<file path="config.mk">
export PLATFORM = sky130hd
export DESIGN_NAME = gdiv_top
export DESIGN_NICKNAME = d
export VERILOG_FILES = /design/src/rtl/gdiv_pkg.sv /design/src/rtl/gdiv_phase_ctr.sv /design/src/rtl/gdiv_gate_reg.sv /design/src/rtl/gdiv_clk_and.sv /design/src/rtl/gdiv_top.sv
export SDC_FILE = /design/constraint.sdc
export NUM_CORES = 1
export LEC_CHECK = 0
export BUFFER_PORTS_ARGS = -buffer_cell sky130_fd_sc_hd__buf_2
export CORE_AREA = 3 3 40 42
export CTS_BUF_LIST = sky130_fd_sc_hd__clkbuf_4
export CTS_CLUSTER_SIZE = 24
export DETAILED_ROUTE_END_ITERATION = 8
export DIE_AREA = 0 0 43 45
export REMOVE_ABC_BUFFERS = 1
export SLEW_MARGIN = 20
export SYNTH_ARGS = -nofsm -noshare
export SYNTH_HDL_FRONTEND = slang
export SYNTH_SLANG_ARGS = --single-unit
</file>
<file path="constraint.sdc">
create_clock -name clk_in -period 0.95 [get_ports clk_in]
set_clock_uncertainty 0.1 [all_clocks]
set_input_delay 0.19 -clock clk_in [delete_from_list [all_inputs] [get_ports clk_in]]
set_output_delay 0.19 -clock clk_in [all_outputs]
set_load 0.05 [all_outputs]
</file>
<file path="src/rtl/gdiv_pkg.sv">
`timescale 1ns/1ps
package gdiv_pkg;

    localparam int RATIO_W_DEF = 2;

    // Phase advance: wrap to zero once the selected code is reached.
    function automatic logic [RATIO_W_DEF-1:0] phase_advance(
        input logic [RATIO_W_DEF-1:0] cur,
        input logic [RATIO_W_DEF-1:0] code
    );
        if (cur == code) begin
            return '0;
        end
        return cur + 1'b1;
    endfunction

endpackage

</file>
<file path="src/rtl/gdiv_phase_ctr.sv">
`timescale 1ns/1ps
module gdiv_phase_ctr #(
    parameter int RATIO_W = gdiv_pkg::RATIO_W_DEF
) (
    input  logic               clk_in,
    input  logic               rst_n,
    input  logic [RATIO_W-1:0] ratio_sel,
    output logic [RATIO_W-1:0] phase_q,
    output logic               at_code
);
    logic [RATIO_W-1:0] phase_d;

    always_comb begin
        at_code = (phase_q == ratio_sel);
        phase_d = at_code ? '0 : phase_q + 1'b1;
    end

    always_ff @(posedge clk_in or negedge rst_n) begin
        if (!rst_n) begin
            phase_q <= '0;
        end else begin
            phase_q <= phase_d;
        end
    end
endmodule

</file>
<file path="src/rtl/gdiv_gate_reg.sv">
`timescale 1ns/1ps
module gdiv_gate_reg (
    input  logic clk_in,
    input  logic rst_n,
    input  logic at_code,
    output logic gate_en
);
    // Updated on the falling edge so the enable is settled for the whole high phase.
    always_ff @(negedge clk_in or negedge rst_n) begin
        if (!rst_n) begin
            gate_en <= 1'b0;
        end else begin
            gate_en <= at_code;
        end
    end
endmodule

</file>
<file path="src/rtl/gdiv_clk_and.sv">
`timescale 1ns/1ps
module gdiv_clk_and (
    input  logic clk_in,
    input  logic gate_en,
    output logic clk_out
);
    assign clk_out = clk_in & gate_en;
endmodule

</file>
<file path="src/rtl/gdiv_top.sv">
`timescale 1ns/1ps
module gdiv_top #(
    parameter int RATIO_W = gdiv_pkg::RATIO_W_DEF
) (
    input  logic               clk_in,
    input  logic               rst_n,
    input  logic [RATIO_W-1:0] ratio_sel,
    output logic               clk_out
);
    logic [RATIO_W-1:0] phase_q;
    logic               at_code;
    logic               gate_en;

    gdiv_phase_ctr #(.RATIO_W(RATIO_W)) u_phase (
        .clk_in   (clk_in),
        .rst_n    (rst_n),
        .ratio_sel(ratio_sel),
        .phase_q  (phase_q),
        .at_code  (at_code)
    );

    gdiv_gate_reg u_gate (
        .clk_in (clk_in),
        .rst_n  (rst_n),
        .at_code(at_code),
        .gate_en(gate_en)
    );

    gdiv_clk_and u_and (
        .clk_in (clk_in),
        .gate_en(gate_en),
        .clk_out(clk_out)
    );
endmodule

</file>
==> run metrics <==
Vias per Instance 3.256; wire length on met3 43 µm; share of the synthesized area in the top cell type 32.79%; post-route insts no fill 43; maximum fanout along the worst path 1; Cell variety after synth 11; met1 wire length ~150 µm; min-delay worst type in -> async; flop and latch count out of synthesis 3; RSZ-0062 raised after global routing true; most frequent cells in the layout clkbuf_4, buf_2, xor2_1, buf_4, dfrtp_1; initial antenna violation count 0; GRT Total Usage approximately 5.3%; Cells after Synth 13; CTS tree yes; Post-Route Setup TNS -1.274 ns; sequential power share roughly 22%; layout net count 33; worst setup margin -0.8210 ns; DRT Pass-1 Iters 2; Pwr per Cell Area roughly 3500 nW/µm²; worst vdd ir 1.057 mV; Slew HR just under 90%; number of antenna diodes 0; die area approximately 1900 µm²; Routed WL 318 µm; core area between 1000 and 1500 µm²; layout cells sized above 1 roughly 61%; drc violations 0; switching pwr about 300 µW; maximum number of pins on one net before global-route repair 4; Setup crit start kind flop; cell-internal power 728.5 µW; max-slew violations 0; DR top layer met3; failing checks setup timing; critical path class reg -> out; CP endpoint kind primary output; clk slew on worst S/H paths 0.04 ns; status finished, violations left; Leak Pwr 0.0001444 µW; switching part of the total 29.52%; CP required 0.66 ns; Port-buffer cells 4; crit path cell chain and2_4 > buf_8; Syn. warnings 0; endpoints failing hold 0; # rows 13; CP Buf/Inv Count 1; Total Power 1034 µW; dpl cells 35; drt wl/cell 7.395 µm; met2 WL 123 µm; commonest non-fill, non-tap cell in the layout clkbuf_4; post-synthesis cell area 152.6 µm²; Slew @ Worst Pin 0.1711 ns; CP delay by family, top flip-flops; Clock Latency Late Sink 0.34 ns; Seq/Total Area, Yosys 49.18%; final core occ 22.78%; vias in the first global route 158; WP data arrival 1.48 ns; Comb power frac roughly 20%; ANT nets after route 0; post-synth top area cell dfrtp_1; Die Y 45 µm; clock network power share 57.4%; total vias in the final route 140; setup bufs post-CTS 0; grt total ovfl 0; GP Congestion around 0.63; Final Setup Violations 5; Crit-path slowest cell dfrtn_1; die width 43 µm; first-pass GRT wire length 524 µm; slowest cell delay on critical path 0.38 ns; initial cell density of the core between 10% and 20%; Layout area overhead 91.80%; top post-synthesis cells by area dfrtp_1, dfrtn_1, xor2_1, o22ai_2, o21ba_2; syn_area_per_cell 11.74 µm²; number of max-cap violations 0; # IOs 5; DRT iter0 DRCs 3
==> power by group through the flow <==
stage	Clock (µW)	Sequential (µW)	Combinational, µW
floorplan	84.0	220	131
global placement	99.8	225	196
detailed placement	99.8	222	202
CTS	624	230	215
global route	634	239	235
finish	593	230	210
==> worst reg2reg max path: stages, from the launching register on <==
cell	delay [ns]
dfrtp_1	0.39
xor2_1	0.18
nor2_1	0.06
==> registers in the layout (all words and copies together) (netlist names) <==
register	cells
u_phase.phase_q	2
u_gate.gate_en	1
==> final cells by class <==
type / count / area [µm²]
fillers: 151 / 992.2
repair buffers: 7 / 51.30
well taps: 15 / 18.77
multi-input cells: 10 / 80.08
flip-flops and latches: 3 / 75.07
clock buffers: 8 / 67.56
==> synthesized netlist by cell type (all sizes together) <==
library cell,count
dfrtp,2
o21ba,1
xor2,2
and2,1
nor2b,1
dfrtn,1
and2b,1
nand2b,1
or2b,1
o22ai,1
nor2,1
==> worst paths after layout <==
| check | from | endpoint | slack [ns] | depth (start not counted) |
|---|---|---|---|---|
| worst min-delay path | rst_n | u_phase.phase_q[0] | 0.07 | 2 |
| min in group clk_in | ratio_sel[0] | u_phase.phase_q[0] | 0.11 | 3 |
| worst max register to register | u_phase.phase_q[1] | u_gate.gate_en | -0.39 | 2 |
| max in group asynchronous | rst_n | u_gate.gate_en | 0.19 | 2 |
| worst max-delay path | u_gate.gate_en | clk_out | -0.82 | 2 |
| worst min register to register | u_phase.phase_q[1] | u_phase.phase_q[1] | 0.51 | 2 |
==> stage by stage <==
| step | instance area [µm²] | hold slack (ns) | setup WS, ns |
|---|---|---|---|
| global placement | 214.0 | -0.1123 | -0.5169 |
| global route | 292.8 | 0.08350 | -0.8606 |
| detailed placement | 214.0 | -0.1081 | -0.5187 |
| finish | 292.8 | 0.07058 | -0.8210 |
| floorplan | 152.6 | -0.2056 | -0.5865 |
| CTS | 292.8 | 0.06308 | -0.8374 |
==> layer usage <==
metal	up-vias	GRT usage, %
met5	-	0
met4	0	7.831
met3	0	8.765
met2	6	3.293
met1	62	4.116
li1	72	-
==> kinds of logic (layout without fill, tap and decap cells) <==
kind of cell    after synthesis  count (layout)  share of synthesized area, %
compound gates                2               2                         14.75
xor+xnor                      2               2                         11.48
simple gates                  6               6                         24.60
flops                         3               3                         49.18
buf+inv                       0              15                             0
==> timing repair <==
action,4_1_cts,5_1_grt
pin swaps,2,0
endpoints found under the hold margin,3,0
hold buffers,1,0
endpoints found under the setup margin,5,5
resized for setup,5,0
Power figures use the tool's default switching activity.
